===== src/rtl/cfg_pkg.sv =====
package cfg_pkg;

  // Per-channel strobes from control to datapath
  typedef struct packed {
    logic setOtLatch;
    logic clrOtLatch;
    logic setOtAuto;
    logic clrOtAuto;
    logic setOc;
    logic clrOc;
    logic repOt;
    logic repOc;
    logic repOl;
  } chStrb_t;

  // Block-wide strobes
  typedef struct packed {
    logic repSupply;
    logic readClr;
    logic transient;
  } glbStrb_t;

endpackage


===== src/rtl/cfg_ctrl.sv =====
module cfg_ctrl
  import cfg_pkg::*;
#(
  parameter int NUM_CH = 4
) (
  input  logic                         clk,
  input  logic                         rst_n,
  input  logic [NUM_CH-1:0]            chCmd,
  input  logic [NUM_CH-1:0]            otLatchDis,
  input  logic [NUM_CH-1:0]            otDet,
  input  logic [NUM_CH-1:0]            otBelowHys,
  input  logic [NUM_CH-1:0]            ocDet,
  input  logic [NUM_CH-1:0]            olDet,
  input  logic                         supplyFault,
  input  logic                         rdStrobe,
  output chStrb_t [NUM_CH-1:0]         strb,
  output glbStrb_t                     glb
);

  logic [NUM_CH-1:0] cmdPrev;
  logic [NUM_CH-1:0] cmdRise;

  always_ff @(posedge clk or negedge rst_n) begin
    if (!rst_n) cmdPrev <= '0;
    else        cmdPrev <= chCmd;
  end

  assign cmdRise = chCmd & ~cmdPrev;

  generate
    for (genvar c = 0; c < NUM_CH; c++) begin : g_ch
      always_comb begin
        strb[c].setOtLatch = otDet[c] & ~otLatchDis[c];
        strb[c].clrOtLatch = cmdRise[c] & ~otDet[c];
        strb[c].setOtAuto  = otDet[c] & otLatchDis[c];
        strb[c].clrOtAuto  = otBelowHys[c] & ~otDet[c];
        strb[c].setOc      = ocDet[c];
        strb[c].clrOc      = cmdRise[c] & ~ocDet[c];
        strb[c].repOt      = otDet[c];
        strb[c].repOc      = ocDet[c] | (otDet[c] & ~otLatchDis[c]);
        strb[c].repOl      = olDet[c];
      end

      // a latch clear is only issued on a sampled off-to-on command
      p_clear_needs_rise_r3: assert property (@(posedge clk) disable iff (!rst_n)
        strb[c].clrOtLatch |-> (chCmd[c] && !$past(chCmd[c])));
    end
  endgenerate

  always_comb begin
    glb.repSupply = supplyFault;
    glb.readClr   = rdStrobe;
    glb.transient = (|otDet) | (|olDet) | supplyFault;
  end

endmodule


===== src/rtl/cfg_datapath.sv =====
module cfg_datapath
  import cfg_pkg::*;
#(
  parameter int NUM_CH = 4
) (
  input  logic                  clk,
  input  logic                  rst_n,
  input  logic [NUM_CH-1:0]     chCmd,
  input  chStrb_t [NUM_CH-1:0]  strb,
  input  glbStrb_t              glb,
  output logic [NUM_CH-1:0]     chEnable,
  output logic                  faultPinN,
  output logic [3*NUM_CH:0]     faultReg
);

  localparam int REG_W = 3 * NUM_CH + 1;

  logic [NUM_CH-1:0] otLatchQ, otLatchN;
  logic [NUM_CH-1:0] otAutoQ,  otAutoN;
  logic [NUM_CH-1:0] ocQ,      ocN;
  logic [NUM_CH-1:0] enQ;
  logic [REG_W-1:0]  regQ, regN, setBits;
  logic              pinQ;

  generate
    for (genvar c = 0; c < NUM_CH; c++) begin : g_ch
      // set has priority over clear
      assign otLatchN[c] = strb[c].setOtLatch | (otLatchQ[c] & ~strb[c].clrOtLatch);
      assign otAutoN[c]  = strb[c].setOtAuto  | (otAutoQ[c]  & ~strb[c].clrOtAuto);
      assign ocN[c]      = strb[c].setOc      | (ocQ[c]      & ~strb[c].clrOc);

      always_ff @(posedge clk or negedge rst_n) begin
        if (!rst_n) begin
          otLatchQ[c] <= 1'b0;
          otAutoQ[c]  <= 1'b0;
          ocQ[c]      <= 1'b0;
          enQ[c]      <= 1'b0;
        end else begin
          otLatchQ[c] <= otLatchN[c];
          otAutoQ[c]  <= otAutoN[c];
          ocQ[c]      <= ocN[c];
          enQ[c]      <= chCmd[c] & ~otLatchN[c] & ~otAutoN[c] & ~ocN[c];
        end
      end

      // overtemperature turns the channel off at the next edge
      p_ot_gates_off_r2: assert property (@(posedge clk) disable iff (!rst_n)
        (strb[c].setOtLatch || strb[c].setOtAuto) |=> !enQ[c]);

      // a pending latched overtemperature without a clear keeps the channel off
      p_latch_holds_r3: assert property (@(posedge clk) disable iff (!rst_n)
        (otLatchQ[c] && !strb[c].clrOtLatch) |=> !enQ[c]);

      // overcurrent latch persists until a clear strobe
      p_oc_holds_r6: assert property (@(posedge clk) disable iff (!rst_n)
        (ocQ[c] && !strb[c].clrOc) |=> ocQ[c]);
    end
  endgenerate

  always_comb begin
    setBits = '0;
    for (int c = 0; c < NUM_CH; c++) begin
      setBits[3*c]   = strb[c].repOt;
      setBits[3*c+1] = strb[c].repOc;
      setBits[3*c+2] = strb[c].repOl;
    end
    setBits[REG_W-1] = glb.repSupply;
  end

  assign regN = (glb.readClr ? '0 : regQ) | setBits;

  always_ff @(posedge clk or negedge rst_n) begin
    if (!rst_n) begin
      regQ <= '0;
      pinQ <= 1'b1;
    end else begin
      regQ <= regN;
      pinQ <= ~(glb.transient | (|ocN) | (|otLatchN));
    end
  end

  generate
    for (genvar b = 0; b < REG_W; b++) begin : g_bit
      // sticky until read
      p_sticky_r9: assert property (@(posedge clk) disable iff (!rst_n)
        (regQ[b] && !glb.readClr) |=> regQ[b]);
      // read clears a bit with no fault in the read cycle
      p_read_clear_r10: assert property (@(posedge clk) disable iff (!rst_n)
        (glb.readClr && !setBits[b]) |=> !regQ[b]);
    end
  endgenerate

  assign chEnable  = enQ;
  assign faultPinN = pinQ;
  assign faultReg  = regQ;

endmodule


===== src/rtl/chan_fault_guard.sv =====
module chan_fault_guard
  import cfg_pkg::*;
#(
  parameter int NUM_CH = 4
) (
  input  logic                 clk,
  input  logic                 rst_n,
  input  logic [NUM_CH-1:0]    chCmd,
  input  logic [NUM_CH-1:0]    otLatchDis,
  input  logic [NUM_CH-1:0]    otDet,
  input  logic [NUM_CH-1:0]    otBelowHys,
  input  logic [NUM_CH-1:0]    ocDet,
  input  logic [NUM_CH-1:0]    olDet,
  input  logic                 supplyFault,
  input  logic                 rdStrobe,
  output logic [NUM_CH-1:0]    chEnable,
  output logic                 faultPinN,
  output logic [3*NUM_CH:0]    faultReg
);

  chStrb_t [NUM_CH-1:0] strb;
  glbStrb_t             glb;

  cfg_ctrl #(.NUM_CH(NUM_CH)) u_ctrl (
    .clk         (clk),
    .rst_n       (rst_n),
    .chCmd       (chCmd),
    .otLatchDis  (otLatchDis),
    .otDet       (otDet),
    .otBelowHys  (otBelowHys),
    .ocDet       (ocDet),
    .olDet       (olDet),
    .supplyFault (supplyFault),
    .rdStrobe    (rdStrobe),
    .strb        (strb),
    .glb         (glb)
  );

  cfg_datapath #(.NUM_CH(NUM_CH)) u_dp (
    .clk       (clk),
    .rst_n     (rst_n),
    .chCmd     (chCmd),
    .strb      (strb),
    .glb       (glb),
    .chEnable  (chEnable),
    .faultPinN (faultPinN),
    .faultReg  (faultReg)
  );

  // any sampled fault pulls the pin low at the next edge
  p_pin_low_r7: assert property (@(posedge clk) disable iff (!rst_n)
    ((|otDet) || (|ocDet) || (|olDet) || supplyFault) |=> !faultPinN);

  // open load and supply faults alone never drop an enabled, commanded channel
  p_no_gate_r11: assert property (@(posedge clk) disable iff (!rst_n)
    (chEnable[0] && chCmd[0] && !otDet[0] && !ocDet[0]) |=> chEnable[0]);

endmodule


===== config.mk =====
export PLATFORM = sky130hd
export DESIGN_NAME = chan_fault_guard
export DESIGN_NICKNAME = d
export VERILOG_FILES = /design/src/rtl/cfg_pkg.sv /design/src/rtl/cfg_ctrl.sv /design/src/rtl/cfg_datapath.sv /design/src/rtl/chan_fault_guard.sv
export SDC_FILE = /design/constraint.sdc
export NUM_CORES = 1
export LEC_CHECK = 0
export BUFFER_PORTS_ARGS = -buffer_cell sky130_fd_sc_hd__buf_2
export CAP_MARGIN = 15
export CORE_MARGIN = 10
export CORE_UTILIZATION = 48
export DETAILED_ROUTE_END_ITERATION = 6
export GPL_ROUTABILITY_DRIVEN = 0
export PLACE_DENSITY_LB_ADDON = 0.05
export SETUP_SLACK_MARGIN = 0.02
export SYNTH_ARGS = -nofsm -noshare
export SYNTH_HDL_FRONTEND = slang
export SYNTH_SLANG_ARGS = --single-unit

===== constraint.sdc =====
create_clock -name clk -period 1.6 [get_ports clk]
set_input_delay 0 -clock clk [delete_from_list [all_inputs] [get_ports clk]]
set_output_delay 0 -clock clk [all_outputs]
set_load 0.05 [all_outputs]

==> impl_metrics.yaml, run 1 <==
run_status:
  status: "finished clean"
synth:
  synth_edf_count: 0
  syn_avg_cell_area_um2: 13.0
  synthArstFlopShare: 1.00
  syn_nets: 128
  synth_common_cells: "dfrtp_1, a21o_1, o21ai_0"
  syn_area_um2: 1300
  ys_seq_elements: 34
  yosysMostFrequentCell: "dfrtp_1"
  netlist_top_cells_area: "dfrtp_1, a21o_1, o21ai_0, a221oi_2, nand2b_1"
  synth_top_area_frac: 0.636
  ys_types: 23
  synth-seq-area-share: 0.657
  synth_top_area_cell: "dfrtp_1"
  ys_warn_count: 0
  ys.flop_type: "dfrtp_1"
  syn_inst: 100
routing:
  num_vias: 1085
  drtIter0Drc: 72
  final_antenna_net_count: 0
  routed_wl_mm: 3.50
  wl_per_cell_um: 16.4
  avgViaCountPerCell: 5.07
  drt_first_pass_iters: 4
  drc: 0
final_layout:
  fin_util: 0.768
  antennaDiodeCount: 0
  area_growth_pct: 49.3
  fin_nets: 211
  final_cells: 214
  layout-drive-gt1-share: 0.332
  fill_cells: 179
pwr:
  power_mw: 1.77
  power_density_nw_per_um2: 915
  ir_drop_mv: 0.809
  leakagePower_nw: 0.922
timing:
  slew_violations: 0
  rsz0062_at_grt: "false"
  slew_headroom: 0.519
  fin_crit_sh: 0.864
  fin_setup_tns_ns: 0
  setup_viol: 0
  finalCriticalPeriod_ns: 1.38
  max_freq_ghz: 0.723
  worstMarginPinSlew_ns: 0.721
  hold_viol_final: 0
  fin_worst_skew_ns: 0.00672
  whs_ns: 0.171
worst_setup_path:
  r2r_setup_slack_ns: 0.22
  crit_type: "flip-flop to flip-flop"
  startpoint_type: "flip-flop"
  r2r-end: "u_dp.faultReg[7]"
  max_stage_delay_ns: 0.56
  path_max_fanout: 2
  crit_start: "u_dp.faultReg[7]"
  r2r_cells: 2
  cp.buffers_inverters: 1
  cp-end-kind: "flip-flop"
  crit_required_ns: 1.83
  path_delay_family: "buffers and inverters"
  crit_arrival_ns: 1.61
  r2r_start: "u_dp.faultReg[7]"
  crit_end: "u_dp.faultReg[7]"
  critical_path.slowest_cell: "dlygate4sd3_1"
  crit_chain: "a221o_1 -> dlygate4sd3_1"
  worstSetupPathDepth: 2
die:
  num_io_pins: 46
  rows: 18
  die_w_um: 72.0
  core-area_um2: 2520
  die_y_um: 72.0
  die_area_um2: 5180
  start_util: 0.514
hold_path:
  hp-class: "primary input to flip-flop"
global_route:
  grt_pass1_vias: 1253
  grt_pass1_wl_mm: 6.02
  grt_antenna_before_repair: 0
  grt_max_degree: 35
  overflow: 0
  grtUsageTotal: 0.149
clock_network:
  clk_latency_ns: 0.34
  cts_tree: "done"
  cts.sinks: 34
  post_cts_resized: 0
  cts_max_level: 2
  cts_root_buf: "clkbuf_4"
  clk_pin_slew_worst_paths_ns: 0.10
  cts_made_buffers: 5
  cts_buffer_depth: 2
run:
  drv_cap: 0
place:
  port_buffers: 45
  place_hpwl_mm: 2.29
  dp.cells: 174
area by class of cell:
cell class / count / area, um2 / share of cell area
clock buffer: 7 / 55.1 / 0.0284
clock inverter: 1 / 5.00 / 0.00258
inverter: 9 / 33.8 / 0.0174
multi-input combinational: 56 / 408 / 0.211
sequential: 34 / 852 / 0.440
tap: 30 / 37.5 / 0.0194
timing repair buffer: 77 / 546 / 0.282
tightest hold or removal path, cell delays in order:
cell,delay (ns)
buf_2,0.07
inv_1,0.18
a21o_1,0.22
how the worst min path moves through the flow:
stage          startpoint           endpoint  slack, ns  depth (start not counted)
2_1_floorplan       rst_n  u_ctrl.cmdPrev[0]      -0.30                          0
3_3_place_gp        rst_n   u_dp.chEnable[0]        0.1                          1
3_5_place_dp        rst_n  u_ctrl.cmdPrev[0]       0.11                          1
4_1_cts          rdStrobe   u_dp.faultReg[0]       0.18                          3
5_1_grt          rdStrobe   u_dp.faultReg[6]       0.21                          3
6_report         rdStrobe   u_dp.faultReg[3]       0.17                          3
cells in the final DEF, fill, tap and decap left out, drive strengths merged:
cell,n
a221oi,3
nor3,2
and3b,3
a22o,3
a221o,4
nor3b,1
nor2,1
nand2b,7
clkbuf,7
nor4,1
o21ai,10
dfrtp,33
or2,3
nand2,3
buf,45
nand3b,1
a21o,13
clkinv,1
dfstp,1
inv,9
dlygate4sd3,32
nand4,1
routing by layer:
layer  routed length [um]  global-route usage
met1                 1290               0.148
met2                 1950               0.273
met3                  211              0.0653
met4                   46              0.0452
met5                    0                   0
registers in the layout, indices dropped and copies added (netlist names):
signal,count
u_dp.otLatchQ,4
u_dp.ocQ,4
u_dp.otAutoQ,4
u_dp.chEnable,4
u_ctrl.cmdPrev,4
u_dp.faultPinN,1
u_dp.faultReg,13
through the flow:
step / instance area, um2 / setup slack (ns)
2_1_floorplan: 1300 / 0.466
3_3_place_gp: 1560 / 0.411
3_5_place_dp: 1560 / 0.374
4_1_cts: 1940 / 0.238
5_1_grt: 1940 / 0.126
6_report: 1940 / 0.217
timing repair:
item | in CTS | in global routing
hold buffers | 32 | 0
setup buffers | 0 | 0
hold endpoints to repair | 67 | 0
power breakdown:
group	switching [mW]	internal, mW
Combinational	0.196	0.144
Clock	0.278	0.213
Sequential	0.0285	0.914
Total	0.502	1.27
cell families after synthesis:
logic type      synth area share
flops                      0.657
compound gates             0.201
simple gates               0.114
buf+inv                   0.0289
Note: power is estimated with default switching activity, not from simulation.
==> run 2, diff against run 1 <==
MAX_ROUTING_LAYER = met4   (was not set)
SETUP_SLACK_MARGIN = 0.4   (was 0.02)
==> run 2 against run 1 <==
- largest cell class unchanged
- hold slack gained 0.0025 ns
- non-clock buffer count shrank 4
- sequential share of layout area is the same
- highest routed layer unchanged
- worst setup slack gained 0.12 ns
- routed wire length shrank 3.0%
- sequential power is essentially flat
- global-route usage shrank 0.63 points
- via count shrank 3.0%
- clock power is essentially flat
- critical path depth grew 2
==> impl_metrics.yaml, run 2 (synthesized netlist as in run 1, its figures left out) <==
run_status:
  status: "finished clean"
timing:
  finalCriticalPeriod_ns: 1.27
  setup_viol: 0
  slew_headroom: 0.522
  fin_setup_tns_ns: 0
  worst_slack_ns: 0.333
  fin_crit_sh: 0.792
  slew_violations: 0
  fin_worst_skew_ns: 0.00621
  rsz0062_at_grt: "true"
  whs_ns: 0.173
  worstMarginPinSlew_ns: 0.717
  max_freq_ghz: 0.789
  hold_viol_final: 0
clock_network:
  cts_made_buffers: 5
  clk_pin_slew_worst_paths_ns: 0.10
  cts_buffer_depth: 2
  cts_root_buf: "clkbuf_4"
  clk_latency_ns: 0.34
  cts_tree: "done"
  cts.sinks: 34
  cts_max_level: 2
place:
  place_ws_ns: 0.374
  place_hpwl_mm: 2.29
  port_buffers: 45
pwr:
  leakagePower_nw: 0.952
  power_frac_seq: 0.534
  internal-power_mw: 1.26
  clock_power_share: 0.277
  power.net_switching_mw: 0.505
  sw_frac_of_total: 0.285
  p_comb_frac: 0.190
  power_density_nw_per_um2: 914
  ir_drop_mv: 0.821
routing:
  wl_per_cell_um: 16.2
  avgViaCountPerCell: 5.01
  drt_first_pass_iters: 4
  routed_wl_mm: 3.40
  num_vias: 1052
  final_antenna_net_count: 0
  drc: 0
  drtIter0Drc: 53
worst_setup_path:
  cp-end-kind: "flip-flop"
  crit_type: "flip-flop to flip-flop"
  startpoint_type: "flip-flop"
  path_max_fanout: 2
  crit_arrival_ns: 1.53
  crit_required_ns: 1.86
global_route:
  overflow: 0
  grt_pass1_wl_mm: 5.66
  grtUsageTotal: 0.143
  grt_antenna_before_repair: 0
  grt_max_degree: 35
  grt_pass1_vias: 1173
final_layout:
  fin_util: 0.768
  layout-drive-gt1-share: 0.367
  area_growth_pct: 49.3
  layout_common_cells: "buf_2, dfrtp_1, dlygate4sd3_1"
  fin_nets: 207
  layout_commonest_cell: "buf_2"
  largest_reg_flops: 13
  antennaDiodeCount: 0
die:
  die_area_um2: 5180
  die_w_um: 72.0
  start_util: 0.514
  core-area_um2: 2520
  rows: 18
  die_y_um: 72.0
  num_io_pins: 46
hold_path:
  hp-class: "primary input to flip-flop"
run:
  drv_cap: 0
==> run 2: cell count changes in the layout (fill, tap and decap cells not counted), sizes merged <==
cell         previous run  this run
dlygate4sd3            32        26
buf                    45        47
==> run 2: path summary, 6_finish.rpt <==
check,start,endpoint,slack (ns),cells after the start
setup reg to reg,u_dp.ocQ[1],u_dp.faultPinN,0.33,4
min in group asynchronous,rst_n,u_ctrl.cmdPrev[0],0.24,2
hold / removal,rdStrobe,u_dp.faultReg[0],0.17,3
hold reg to reg,u_dp.faultReg[5],u_dp.faultReg[5],0.48,1
setup / recovery,u_dp.ocQ[1],u_dp.faultPinN,0.33,4
max in group asynchronous,rst_n,u_dp.faultReg[8],0.89,2
==> run 2: power groups by stage <==
stage / Combinational (mW) / Sequential, mW / Clock [mW]
2_1_floorplan: 0.0747 / 1.04 / 0
3_3_place_gp: 0.264 / 0.953 / 0
3_5_place_dp: 0.269 / 0.957 / 0
4_1_cts: 0.319 / 0.941 / 0.507
5_1_grt: 0.365 / 0.951 / 0.543
6_report: 0.335 / 0.944 / 0.490
==> run 2: layout make-up <==
cell class,count,area (um2)
flip-flops and latches,34,852
well taps,30,37.5
inverters,9,33.8
fillers,175,586
clock buffers,7,55.1
multi-input cells,56,453
clock inverters,1,5.00
repair buffers,73,500
==> run 2: worst max-delay path, cell delays in order, from the launching register on <==
cell,delay [ns]
dfrtp_1,0.41
or2_4,0.26
a221oi_4,0.26
nand2_1,0.10
nor3_2,0.16
==> run 2: through the flow <==
step / cells / total power, mW / instance area, um2
global placement: 174 / 1.22 / 1560
finish: 210 / 1.77 / 1940
floorplan: 100 / 1.11 / 1300
global route: 210 / 1.86 / 1940
detailed placement: 174 / 1.23 / 1560
CTS: 208 / 1.77 / 1880
==> run 2: timing repair <==
| action | 4_1_cts | 5_1_grt |
|---|---|---|
| buffers inserted | 0 | 2 |
| setup endpoints to repair | 2 | 5 |
| hold buffers | 26 | 0 |
| resized for setup | 1 | 7 |
| hold endpoints to repair | 67 | 0 |
| pin swaps | 1 | 5 |
==> run 2: routing by layer <==
layer  GRT usage  part of all wire  vias up
met4      0.0452             0.011        0
met5           -                 0        -
li1            -                 -      515
met3      0.0571             0.046        5
met1       0.154              0.42      508
met2       0.235              0.53       24
==> run 3, diff against run 2 <==
CORE_UTILIZATION = 43   (was 48)
clock period = 1.1 ns   (was 1.6 ns; I/O delays follow)
==> run 3 against run 2 <==
- combinational power grew 81%
- total power grew 53%
- critical endpoint unchanged
- die area grew 8.3%
- final area grew 13%
- sequential power grew 48%
- the flow now finishes with violations (hold timing, setup timing)
- global-route usage shrank 0.45 points
==> impl_metrics.yaml, run 3 (synthesized netlist as in run 1, its figures left out) <==
clock_network:
  cts_root_buf: "clkbuf_4"
  clk_pin_slew_worst_paths_ns: 0.10
  cts_made_buffers: 5
  clk_latency_ns: 0.33
  cts.sinks: 34
  cts_max_level: 2
  cts_buffer_depth: 2
  cts_tree: "done"
timing:
  hold_viol_final: 7
  max_freq_ghz: 0.819
  setup_viol: 4
  finalCriticalPeriod_ns: 1.22
  worst_slack_ns: -0.120
  slew_headroom: 0.666
  fin_crit_sh: 1.11
  whs_ns: -0.159
  rsz0062_at_grt: "true"
  worstMarginPinSlew_ns: 0.501
  fin_worst_skew_ns: 0.00757
  slew_violations: 0
routing:
  wl_met1_mm: 1.51
  wl_per_cell_um: 16.8
  drt_first_pass_iters: 4
  routed-wl-met2_mm: 1.78
  drc: 0
  final_antenna_net_count: 0
  highest_layer: "met4"
  num_vias: 1108
  routed_wl_mm: 3.56
  avgViaCountPerCell: 5.23
  drtIter0Drc: 34
  wl_met3_um: 216
worst_setup_path:
  crit_chain: "or2_4 -> a221oi_4 -> nand2_1 -> nor3_2"
  critical_path.slowest_cell: "dfrtp_1"
  crit_required_ns: 1.37
  path_delay_family: "simple AND/OR/NAND/NOR gates"
  worstSetupPathDepth: 4
  r2r-end: "u_dp.faultPinN"
  r2r_cells: 4
  path_max_fanout: 3
  r2r_setup_slack_ns: -0.12
  crit_type: "flip-flop to flip-flop"
  crit_arrival_ns: 1.49
  r2r_start: "u_dp.otLatchQ[1]"
  cp-end-kind: "flip-flop"
  max_stage_delay_ns: 0.42
  cp.buffers_inverters: 0
  startpoint_type: "flip-flop"
final_layout:
  antennaDiodeCount: 0
  layout_common_cells: "buf_2, dlygate4sd3_1, dfrtp_1"
  layout-drive-gt1-share: 0.508
  final_cell_area_um2: 2180
  layout_commonest_cell: "buf_2"
  fin_nets: 208
  area_growth_pct: 68.2
  largest_reg_flops: 13
place:
  place_ws_ns: -0.118
  port_buffers: 45
  place_hpwl_mm: 2.26
  placed_area_um2: 1630
hold_path:
  hp-class: "primary input to flip-flop"
  hp-start: "otBelowHys[3]"
  whs_endpoint: "u_dp.otAutoQ[3]"
  holdPathStages: 2
run:
  drv_cap: 0
global_route:
  grtUsageTotal: 0.138
  grt_antenna_before_repair: 0
  grt_pass1_vias: 1215
  grt_pass1_wl_mm: 5.80
  grt_max_degree: 35
  overflow: 0
die:
  rows: 19
  num_io_pins: 46
  start_util: 0.459
  core-area_um2: 2830
  die_y_um: 74.9
  die_w_um: 74.9
  die_area_um2: 5610
pwr:
  leakagePower_nw: 1.06
  power_density_nw_per_um2: 1240
  ir_drop_mv: 0.983
  power_mw: 2.71
run_status:
  status: "finished, violations left"
  violations: "hold timing, setup timing"
==> run 3: cell type report <==
| type | instances | area (um2) |
|---|---|---|
| Sequential cell | 34 | 868 |
| Timing Repair Buffer | 74 | 682 |
| Fill cell | 169 | 647 |
| Multi-Input combinational cell | 56 | 499 |
| Clock buffer | 7 | 55.1 |
| Tap cell | 31 | 38.8 |
| Inverter | 9 | 33.8 |
| Clock inverter | 1 | 5.00 |
==> run 3: where the power goes <==
group	switching, mW	leakage [nW]	internal (mW)
registers	0.0606	0.367	1.34
clock network	0.402	0.0353	0.310
logic	0.305	0.656	0.301
==> run 3: worst max-delay path by stage <==
stage                           startpoint              to  slack, ns
final                     u_dp.otLatchQ[1]  u_dp.faultPinN      -0.12
after global routing      u_dp.otLatchQ[1]  u_dp.faultPinN      -0.23
after CTS                 u_dp.otLatchQ[3]  u_dp.faultPinN      -0.12
after detailed placement  u_dp.otLatchQ[3]  u_dp.faultPinN      -0.12
after global placement         u_dp.ocQ[1]  u_dp.faultPinN      -0.08
after floorplan                u_dp.ocQ[0]  u_dp.faultPinN      -0.03
==> run 3: through the flow <==
step / TNS (ns) / cells / util / hold WS, ns
global placement: -0.131 / 176 / 0.577 / 0.0429
finish: -0.266 / 212 / 0.771 / -0.159
floorplan: -0.0276 / 100 / - / -0.296
global route: -0.563 / 212 / 0.771 / -0.162
detailed placement: -0.243 / 176 / 0.577 / 0.0535
CTS: -0.271 / 208 / 0.746 / -0.153
==> run 3: timing repair <==
action                                  in CTS  in global routing
pin swaps                                    9                  5
endpoints found under the hold margin       64                  7
buffers inserted                             4                  3
gates cloned                                 0                  0
endpoints found under the setup margin      39                 47
resized for setup                           63                  7
hold buffers                                20                  1
==> run 3: routing by layer <==
layer	global-route usage	vias to the layer above
li1	-	517
met1	0.162	546
met2	0.221	38
met3	0.0355	7
met4	0.0567	0
met5	-	-
